<file path="src/rtl/pp_dma_pkg.sv">
package pp_dma_pkg;
  localparam int CSR_W    = 8;
  localparam int RUN_B    = 0;
  localparam int IE_B     = 1;
  localparam int ERR_B    = 2;
  localparam int DONEA_B  = 3;
  localparam int STRTA_B  = 4;
  localparam int BIU_B    = 7;
  localparam int BYTES_W  = 5;
  localparam int CFG_W    = 32;
  localparam int CFG_DIR  = 0;
  localparam int CFG_BIG  = 1;
  localparam int CFG_B8   = 2;
  localparam int CFG_WIDE = 3;
  localparam int SEL_LO   = 4;
  localparam int SEL_W    = 4;
  localparam int PORT_LO  = 8;
  localparam int PORT_W   = 24;

  typedef struct packed {
    logic busy;
    logic step;
    logic sel;
  } dpCmd_t;

  typedef enum logic {ST_WAIT, ST_XFER} chState_e;
endpackage

</file>
<file path="src/rtl/pp_dma_dp.sv">
module pp_dma_dp
  import pp_dma_pkg::*;
#(
  parameter int ADDR_W = 32,
  parameter int CNT_W  = 16
) (
  input  logic                clk,
  input  logic                rstN,
  input  logic                descWe,
  input  logic                descSel,
  input  logic [ADDR_W-1:0]   descAddr,
  input  logic [CNT_W-1:0]    descCnt,
  input  logic                descRdSel,
  output logic [ADDR_W-1:0]   descRdAddr,
  output logic [CNT_W-1:0]    descRdCnt,
  input  logic                cfgWe,
  input  logic [CFG_W-1:0]    cfgWdata,
  output logic [CFG_W-1:0]    cfgQ,
  input  dpCmd_t              cmd,
  output logic [ADDR_W-1:0]   memAddr,
  output logic [BYTES_W-1:0]  memBytes,
  output logic                actZero,
  output logic                actLast
);
  localparam int NBUF = 2;

  logic [ADDR_W-1:0]  addrQ [NBUF];
  logic [CNT_W-1:0]   cntQ  [NBUF];
  logic [BYTES_W-1:0] burstBytes;
  logic [CNT_W-1:0]   burstExt;
  logic [CNT_W-1:0]   actCnt;
  logic [BYTES_W-1:0] chunk;

  // Burst length in bytes: beats (4 or 8) times datum size (1 or 2)
  always_comb begin
    case ({cfgQ[CFG_WIDE], cfgQ[CFG_B8]})
      2'b00:   burstBytes = BYTES_W'(4);
      2'b01:   burstBytes = BYTES_W'(8);
      2'b10:   burstBytes = BYTES_W'(8);
      default: burstBytes = BYTES_W'(16);
    endcase
  end

  assign burstExt = CNT_W'(burstBytes);
  assign actCnt   = cntQ[cmd.sel];
  assign chunk    = (actCnt < burstExt) ? actCnt[BYTES_W-1:0] : burstBytes;
  assign actZero  = (actCnt == '0);
  assign actLast  = (actCnt <= burstExt);

  generate
    for (genvar g = 0; g < NBUF; g++) begin : gDesc
      logic [ADDR_W-1:0] addrR;
      logic [CNT_W-1:0]  cntR;
      logic              locked;
      assign locked = cmd.busy && (cmd.sel == 1'(g));
      always_ff @(posedge clk) begin
        if (!rstN) begin
          addrR <= '0;
          cntR  <= '0;
        end else if (descWe && (descSel == 1'(g)) && !locked) begin
          addrR <= descAddr;
          cntR  <= descCnt;
        end else if (cmd.step && (cmd.sel == 1'(g))) begin
          addrR <= addrR + ADDR_W'(chunk);
          cntR  <= cntR - CNT_W'(chunk);
        end
      end
      assign addrQ[g] = addrR;
      assign cntQ[g]  = cntR;
    end
  endgenerate

  always_ff @(posedge clk) begin
    if (!rstN)      cfgQ <= '0;
    else if (cfgWe) cfgQ <= cfgWdata;
  end

  assign memAddr    = addrQ[cmd.sel];
  assign memBytes   = chunk;
  assign descRdAddr = addrQ[descRdSel];
  assign descRdCnt  = cntQ[descRdSel];

  AST_ADDR_HOLD: assert property (@(posedge clk) disable iff (!rstN)
    (cmd.busy && !cmd.step && !cfgWe) |=> $stable(memAddr));

  AST_CHUNK_RANGE: assert property (@(posedge clk) disable iff (!rstN)
    cmd.busy |-> (memBytes != '0 && memBytes <= burstBytes));

  AST_STEP_ADVANCE: assert property (@(posedge clk) disable iff (!rstN)
    cmd.step |=> (cntQ[$past(cmd.sel)] == $past(actCnt) - CNT_W'($past(chunk))));
endmodule

</file>
<file path="src/rtl/pp_dma_ctrl.sv">
module pp_dma_ctrl
  import pp_dma_pkg::*;
(
  input  logic             clk,
  input  logic             rstN,
  input  logic [CSR_W-1:0] setMask,
  input  logic [CSR_W-1:0] clrMask,
  output logic [CSR_W-1:0] csrRd,
  output logic             irq,
  input  logic             devReq,
  input  logic             memGnt,
  input  logic             memErr,
  input  logic             actZero,
  input  logic             actLast,
  output logic             memReq,
  output dpCmd_t           cmd
);
  localparam int NBUF = 2;

  chState_e        stateQ, stateD;
  logic            runQ, runD;
  logic            ieQ, ieD;
  logic            errQ, errD;
  logic            biuQ, biuD;
  logic [NBUF-1:0] strtQ, strtD;
  logic [NBUF-1:0] doneQ, doneD;
  logic            evComplete;
  logic            evErr;
  logic            stepC;

  // Sequencing: start bursts, finish descriptors, catch faults
  always_comb begin
    stateD     = stateQ;
    evComplete = 1'b0;
    evErr      = 1'b0;
    stepC      = 1'b0;
    case (stateQ)
      ST_WAIT: begin
        if (runQ && strtQ[biuQ]) begin
          if (actZero)     evComplete = 1'b1;
          else if (devReq) stateD     = ST_XFER;
        end
      end
      default: begin
        if (memGnt) begin
          stateD = ST_WAIT;
          if (memErr) begin
            evErr = 1'b1;
          end else begin
            stepC = 1'b1;
            if (actLast) evComplete = 1'b1;
          end
        end
      end
    endcase
  end

  // Status word update: software masks merged with hardware events
  always_comb begin
    runD = (runQ | setMask[RUN_B]) & ~clrMask[RUN_B] & ~evErr;
    ieD  = (ieQ | setMask[IE_B]) & ~clrMask[IE_B];
    errD = (errQ & ~clrMask[ERR_B]) | evErr;
    biuD = biuQ ^ evComplete;
    for (int b = 0; b < NBUF; b++) begin
      doneD[b] = (doneQ[b] & ~clrMask[DONEA_B + 2*b])
               | (evComplete & (biuQ == 1'(b)));
      strtD[b] = (strtQ[b] & ~(evComplete & (biuQ == 1'(b)))
                           & ~clrMask[STRTA_B + 2*b])
               | (setMask[STRTA_B + 2*b] & runD);
    end
  end

  always_ff @(posedge clk) begin
    if (!rstN) begin
      stateQ <= ST_WAIT;
      runQ   <= 1'b0;
      ieQ    <= 1'b0;
      errQ   <= 1'b0;
      biuQ   <= 1'b0;
      strtQ  <= '0;
      doneQ  <= '0;
    end else begin
      stateQ <= stateD;
      runQ   <= runD;
      ieQ    <= ieD;
      errQ   <= errD;
      biuQ   <= biuD;
      strtQ  <= strtD;
      doneQ  <= doneD;
    end
  end

  always_comb begin
    csrRd              = '0;
    csrRd[RUN_B]       = runQ;
    csrRd[IE_B]        = ieQ;
    csrRd[ERR_B]       = errQ;
    csrRd[BIU_B]       = biuQ;
    for (int b = 0; b < NBUF; b++) begin
      csrRd[DONEA_B + 2*b] = doneQ[b];
      csrRd[STRTA_B + 2*b] = strtQ[b];
    end
  end

  assign irq      = ieQ & (|doneQ | errQ);
  assign memReq   = (stateQ == ST_XFER);
  assign cmd.busy = memReq;
  assign cmd.step = stepC;
  assign cmd.sel  = biuQ;

  AST_REQ_HOLD: assert property (@(posedge clk) disable iff (!rstN)
    (memReq && !memGnt) |=> memReq);

  AST_START_GATED: assert property (@(posedge clk) disable iff (!rstN)
    $rose(memReq) |-> $past(runQ && strtQ[biuQ] && devReq));

  AST_FAULT_STOPS: assert property (@(posedge clk) disable iff (!rstN)
    (memReq && memGnt && memErr) |=> (errQ && !runQ));

  AST_BIU_FLIP: assert property (@(posedge clk) disable iff (!rstN)
    (memReq && memGnt && !memErr && actLast) |=> (biuQ != $past(biuQ)));
endmodule

</file>
<file path="src/rtl/pp_dma_channel.sv">
module pp_dma_channel
  import pp_dma_pkg::*;
#(
  parameter int ADDR_W = 32,
  parameter int CNT_W  = 16
) (
  input  logic                clk,
  input  logic                rstN,
  input  logic [CSR_W-1:0]    csrSetMask,
  input  logic [CSR_W-1:0]    csrClrMask,
  output logic [CSR_W-1:0]    csrRdData,
  output logic                irq,
  input  logic                descWe,
  input  logic                descSel,
  input  logic [ADDR_W-1:0]   descAddr,
  input  logic [CNT_W-1:0]    descCnt,
  input  logic                descRdSel,
  output logic [ADDR_W-1:0]   descRdAddr,
  output logic [CNT_W-1:0]    descRdCnt,
  input  logic                cfgWe,
  input  logic [CFG_W-1:0]    cfgWdata,
  output logic [CFG_W-1:0]    cfgRdData,
  input  logic                devReq,
  output logic                memReq,
  output logic [ADDR_W-1:0]   memAddr,
  output logic [BYTES_W-1:0]  memBytes,
  output logic                memWrite,
  output logic                memBigEnd,
  output logic                memWide,
  output logic [SEL_W-1:0]    devSel,
  output logic [PORT_W-1:0]   devPort,
  input  logic                memGnt,
  input  logic                memErr
);
  dpCmd_t           cmd;
  logic             actZero;
  logic             actLast;
  logic [CFG_W-1:0] cfgQ;

  pp_dma_ctrl u_ctrl (
    .clk     (clk),
    .rstN    (rstN),
    .setMask (csrSetMask),
    .clrMask (csrClrMask),
    .csrRd   (csrRdData),
    .irq     (irq),
    .devReq  (devReq),
    .memGnt  (memGnt),
    .memErr  (memErr),
    .actZero (actZero),
    .actLast (actLast),
    .memReq  (memReq),
    .cmd     (cmd)
  );

  pp_dma_dp #(.ADDR_W(ADDR_W), .CNT_W(CNT_W)) u_dp (
    .clk        (clk),
    .rstN       (rstN),
    .descWe     (descWe),
    .descSel    (descSel),
    .descAddr   (descAddr),
    .descCnt    (descCnt),
    .descRdSel  (descRdSel),
    .descRdAddr (descRdAddr),
    .descRdCnt  (descRdCnt),
    .cfgWe      (cfgWe),
    .cfgWdata   (cfgWdata),
    .cfgQ       (cfgQ),
    .cmd        (cmd),
    .memAddr    (memAddr),
    .memBytes   (memBytes),
    .actZero    (actZero),
    .actLast    (actLast)
  );

  assign cfgRdData = cfgQ;
  assign memWrite  = cfgQ[CFG_DIR];
  assign memBigEnd = cfgQ[CFG_BIG];
  assign memWide   = cfgQ[CFG_WIDE];
  assign devSel    = cfgQ[SEL_LO +: SEL_W];
  assign devPort   = cfgQ[PORT_LO +: PORT_W];
endmodule

</file>
<file path="config.mk">
export PLATFORM = sky130hd
export DESIGN_NAME = pp_dma_channel
export DESIGN_NICKNAME = d
export VERILOG_FILES = /design/src/rtl/pp_dma_pkg.sv /design/src/rtl/pp_dma_dp.sv /design/src/rtl/pp_dma_ctrl.sv /design/src/rtl/pp_dma_channel.sv
export SDC_FILE = /design/constraint.sdc
export NUM_CORES = 1
export LEC_CHECK = 0
export BUFFER_PORTS_ARGS = -buffer_cell sky130_fd_sc_hd__buf_4
export CAP_MARGIN = 20
export CORE_MARGIN = 5
export CORE_UTILIZATION = 48
export DETAILED_ROUTE_END_ITERATION = 6
export GPL_ROUTABILITY_DRIVEN = 0
export HOLD_SLACK_MARGIN = 0.1
export PLACE_DENSITY = 0.78
export SLEW_MARGIN = 10
export SYNTH_ARGS = -nofsm -noshare
export SYNTH_HDL_FRONTEND = slang
export SYNTH_HIERARCHICAL = 1
export SYNTH_SLANG_ARGS = --single-unit
</file>
<file path="constraint.sdc">
create_clock -name clk -period 4.8 [get_ports clk]
set_clock_uncertainty 0.05 [all_clocks]
set_input_delay 0.72 -clock clk [delete_from_list [all_inputs] [get_ports clk]]
set_output_delay 0.72 -clock clk [all_outputs]
set_load 0.03 [all_outputs]
</file>
# Yosys cells after proc, flatten, opt, wreduce, memory -nomap -nowiden
# Cells that the tools add are included.
# op_classes
addsub	4
order_cmp	5
n_mux	41
bitwise	38
n_eq_ne	2
n_reduce_logical	17
# ops
op	count
$mux 32	10
$mux 16	10
$add 32x5->32	2
$sub 16x5->16	2
$mux 1	19
$le 16x5->1	1
$logic_not 16->1	1
$lt 16x5->1	1
$and 1x1->1	15
$not 1->1	12
$pmux 5 s2	1
$logic_and 1x1->1	9
$or 1x1->1	8
$mux 5	1
$ge 2x2->1 const B	2
$not 1->2	2
$reduce_bool 2->1	2
$reduce_or 2->1	2
$eq 2x1->1 const B	1
$eq 2x2->1 const B	1
$logic_not 1->1	2
$logic_not 2->1	1
$lt 1x2->1 const B	1
$xor 1x1->1	1
# word_totals
output_inout_bits	158
register_bits	137

# Depth between registers and ports, before layout
# logic_depth
word_depth	14
ltp_mapped	18
depth_no_buf	17

# Cells and area by module
# The synthesis kept the hierarchy.
# by_module_without_submodules
module	area_per_inst_um2	seq_area_each_um2	n_inst	cells_each
pp_dma_dp	8225.4	2562.5	1	984
pp_dma_ctrl	461.7	180.2	1	45
pp_dma_channel	232.7	0.0	1	31

# Least setup slack after synthesis
# Ideal clock, no wire load.
# synth_timing
kind	reg-to-reg
from	reg u_ctrl.biuQ
to	reg u_dp.gDesc[1].cntR[12]
arrival_ps	4237
path_stages_with_launch	18
period_less_slack_ps	4419
setup_ps	132
path_slack_ps	381
required_ps	4618
cell_sequence	dfxtp_1 -> buf_4 -> clkbuf_1 -> mux2_2 -> ha_1 -> nor2b_1 -> o21ai_0 -> and3b_1 -> nand2_2 -> nor2_1 -> ha_1 -> inv_1 -> fa_1 -> a211oi_1 -> o211ai_1 -> nor3_1 -> xnor2_1 -> a21oi_1
# synth_between
elab_chain_len	9
elab_cells_between_ends	14
cone_classes	add/sub (1); order compare (1); mux (6); bitwise (1); reduce/logical (5)
# synth_lines
element	line	text
from (decl)	pp_dma_ctrl.sv:24	logic biuQ, biuD;
from (signal assigned)	pp_dma_ctrl.sv:87	biuQ <= biuD;
$not 1->2 (implied by the code) *	pp_dma_dp.sv:45	assign actCnt = cntQ[cmd.sel];
$mux 16 (implied by the code) * (3 in a row)	pp_dma_dp.sv:45	
$lt 16x5->1	pp_dma_dp.sv:46	assign chunk = (actCnt < burstExt) ? actCnt[BYTES_W-1:0] : burstBytes;
$mux 5 *	pp_dma_dp.sv:46	
named net memBytes[0]	pp_dma_channel.sv:26	output logic [BYTES_W-1:0] memBytes,
$sub 16x5->16 *	pp_dma_dp.sv:65	cntR <= cntR - CNT_W'(chunk);
$mux 16 *	pp_dma_dp.sv:63	end else if (cmd.step && (cmd.sel == 1'(g))) begin
$mux 16 *	pp_dma_dp.sv:60	end else if (descWe && (descSel == 1'(g)) && !locked) begin
to (signal assigned)	pp_dma_dp.sv:62	cntR <= descCnt;
to (signal assigned)	pp_dma_dp.sv:65	
to (decl)	pp_dma_dp.sv:53	logic [CNT_W-1:0] cntR;
# The timed path passes the listed nets; every way through them passes the cells marked *. The select of a mux whose other input is x is not followed.
# A chain may end at the register's enable or synchronous reset.

# Worst setup path after layout
# layout_timing
from	reg u_ctrl.biuQ
to	reg u_dp.gDesc[1].addrR[31]
# layout_between
elab_chain_len	9
elab_cells_between_ends	14
cone_classes	add/sub (1); order compare (1); mux (6); bitwise (1); reduce/logical (5)
# layout_lines
element	line	text
$not 1->2 (implied by the code)	pp_dma_dp.sv:45	
$mux 16 (implied by the code) (3 in a row)	pp_dma_dp.sv:45	
$lt 16x5->1	pp_dma_dp.sv:46	
$mux 5	pp_dma_dp.sv:46	
$add 32x5->32	pp_dma_dp.sv:64	addrR <= addrR + ADDR_W'(chunk);
$mux 32	pp_dma_dp.sv:63	
$mux 32	pp_dma_dp.sv:60	
to (signal assigned)	pp_dma_dp.sv:61	addrR <= descAddr;
to (signal assigned)	pp_dma_dp.sv:64	
to (decl)	pp_dma_dp.sv:52	logic [ADDR_W-1:0] addrR;
# Parallel ways exist; a longest one is shown, timed or not. The select of a mux whose other input is x is not followed.

==> qor.txt <==
Run status: complete, no violations
Worst hold path class: in -> reg
Via density per instance: 6.05
Largest cells by area after synthesis: dfxtp_1, mux2_2, o21ai_0
Clock Tree Buf Depth: 2
Largest net degree at the start of global routing: 59
Post-synth top area share: 30.7%
Pwr/cell area: 310 nW/um2
Worst-path clk slew: 60 ps
Seq cells post-synth: 137
1st-iter DRT viols: 738
Drt pass-1 iters: 6
End-of-flow core utilization: 62.5%
DR WL/cell: 19.4 um
CP peak stage delay: 530 ps
CP Class: reg -> reg
WL final: 28.9 mm
Die area: 21400 um2
Worst Path Required: 5100 ps
Post-CTS Resized: 0
Clock latency on the worst-skew pair: 430 ps
Congestion Overflow GR: 0
Share of cells above drive strength 1: 32.0%
Peak supply drop: 0.217 mV
Final min period: 4540 ps
Net Sw Power: 1.11 mW
Cell area after synthesis: 8920 um2
Startpoint types: register
Critical-path cell list: buf_4, mux2_2, inv_1, ha_1, nor2b_1, o21ai_0, and3b_1, nand2_2, nor2_1, ha_1, a21o_1, nand4_1, a21o_1, or4_1, a31oi_1
Period utilisation layout: 94.6%
Row Count: 49
Max-cap violations: 0
Post-synthesis mux area share: 14.7%
Endpoint class of the critical path: register
Num CTS Buffers: 17
Sequential share of the synthesized area: 30.7%
Fmax achieved: 220 MHz
Core footprint: 18100 um2
Family with the most delay on the worst path: simple AND/OR/NAND/NOR gates
Hold Buf Count CTS: 0
Yosys cell types: 61
Number of flops mapped to enable cells by yosys: 0
Hold slack final: 403 ps
DRC Markers: 0
Part of the power in registers: 36.9%
XOR/XNOR share of the synthesized area: 5.60%
HPWL Detailed: 21.1 mm
Main combinational cell family by area after synthesis: simple AND/OR/NAND/NOR gates
Die span in y: 146 um
Initial core utilization: 49.2%
Main synth FF type: dfxtp_1
TNS Setup: 0 ps
Port buffer count: 257
Crit-path slowest cell: or4_1
Global Route Usage Sum: 25.5%
Final setup viols: 0
Vias in the first global route: 8400
Post-Synth Adder-Cell Area: 4.69%
Cell accounting for the most synthesized area: dfxtp_1
CTS tree: yes
Slew Viols, Final: 0
Nets: 1382
Simple-gate share of the synthesized area: 19.1%
Combinational group share of total power: 23.1%
Layout area overhead: 27.2%
ANT nets after route: 0
Buffers plus inverters on the worst setup path: 2
RSZ-0062 raised after global routing: no
Synth Net Count: 1196
Vias: 9010
CP max FO: 28
Sw Ratio: 31.4%
Worst rel slew slack: 17.1%
Endpoints failing hold: 0
H-tree levels: 4
Tightest Pin Transition: 1240 ps
Antenna violations before repair: 1
Asr flop ratio synth: 0%
Yosys warnings: 6
Fillers: 1600
Synth Area in Compound Gates: 18.3%
Die width: 146 um
Sequential Area: 2740 um2
First-pass GRT wire length: 44.9 mm
CP arrival: 4840 ps
Post-Synthesis Cells: 1060
Ports: 263
Int Pwr: 2.41 mW
Clock network fraction of total power: 40.0%
Avg Inst Size Synth: 8.41 um2
Area occupied by multi-input gates: 5570 um2
Setup bufs post-CTS: 0
Clock Tree Root: clkbuf_16
Total leakage power: 4.72 nW
Clock sinks: 137
## cells in the mapped netlist (16+ instances only)
| library cell | n |
|---|---|
| dfxtp_1 | 137 |
| o21ai_0 | 85 |
| mux2_2 | 83 |
| nand2_1 | 70 |
| a21oi_1 | 68 |
| nor2_1 | 68 |
| clkbuf_1 | 56 |
| nand3_1 | 39 |
| buf_4 | 38 |
| mux2i_1 | 38 |
| nand4_1 | 33 |
| xor2_1 | 31 |
| ha_1 | 27 |
| xnor2_1 | 26 |
| a31oi_1 | 20 |
| or4_1 | 16 |
## cells by family (layout without fill, tap and decap cells)
logic type,count (synthesis),in the layout
muxes,121,121
AOI/OAI and AO/OA,267,267
and+or+nand+nor,324,324
buffers and inverters,123,322
other,0,1
xor gates and xnor gates,57,57
adders and majority gates,31,31
DFF,137,137
## final timing paths
path                 startpoint                      end  slack (ps)  cells past startpoint
setup / recovery    u_ctrl/biuQ  u_dp/gDesc[1].addrR[31]         260                     15
hold / removal    csrClrMask[1]               u_ctrl/ieQ         400                      2
setup reg to reg    u_ctrl/biuQ  u_dp/gDesc[1].addrR[31]         260                     15
hold reg to reg      u_ctrl/ieQ               u_ctrl/ieQ         460                      2
## placed cells by master (no fill, tap or decap), types with 7 or more instances in the layout
master       n
dfxtp_1    136
or3_1       12
xor2_1      31
ha_1        27
a21o_1      12
nand2_1     70
nand3_1     39
o31ai_1     14
nor2_1      68
a21oi_1     68
buf_4      273
nor4_1      15
and3_1       7
xnor2_1     26
nor3_1      15
mux2i_1     38
clkbuf_16   17
a311oi_1     7
or2_2        7
or4_1       16
a31oi_1     20
o21ai_0     85
o211ai_1    10
a211oi_1    12
inv_1       15
o21a_1       9
mux2_2      83
nor2b_1      9
and2_1       7
nand4_1     33
## sequential cells by signal (all words and copies together), names as in the netlist, 2 cells and up
| name | cells |
|---|---|
| u_ctrl/strtQ | 2 |
| u_dp/gDesc.cntR | 32 |
| u_dp/cfgQ | 32 |
| u_dp/gDesc.addrR | 64 |
| u_ctrl/doneQ | 2 |
## through the flow
| step | std cells | worst slack, ps | total power, mW | instance area [um2] |
|---|---|---|---|---|
| after detailed placement | 1455 | 380 | 2.12 | 10700 |
| final | 1489 | 260 | 3.52 | 11300 |
| after floorplan | 1060 | 381 | 1.83 | 8920 |
| after CTS | 1487 | 361 | 3.53 | 11300 |
| after global placement | 1455 | 554 | 2.11 | 10700 |
| after global routing | 1489 | 35.7 | 3.66 | 11300 |
## per-layer routing
metal	track usage (%)	up-vias	part of all wire, %
met5	0	-	0
met4	8.80	0	2.6
met3	6.38	66	8.8
met2	41.9	483	47
met1	32.7	4216	42
li1	-	4245	-
## power groups by stage
stage	clock network [mW]	registers, mW	logic, mW
2_1_floorplan	0	1.32	0.513
3_3_place_gp	0	1.32	0.790
3_5_place_dp	0	1.32	0.804
4_1_cts	1.43	1.29	0.809
5_1_grt	1.48	1.31	0.870
6_report	1.41	1.30	0.812
## area by class of cell
type                       count  area share (%)
timing repair buffer         274            18.1
multi-input combinational    800            49.1
antenna                        1          0.0221
tap                          229            2.53
clock inverter                14            1.74
sequential                   137            24.2
inverter                      16           0.529
clock buffer                  18            3.78
Note: power is estimated with default switching activity, not from simulation.
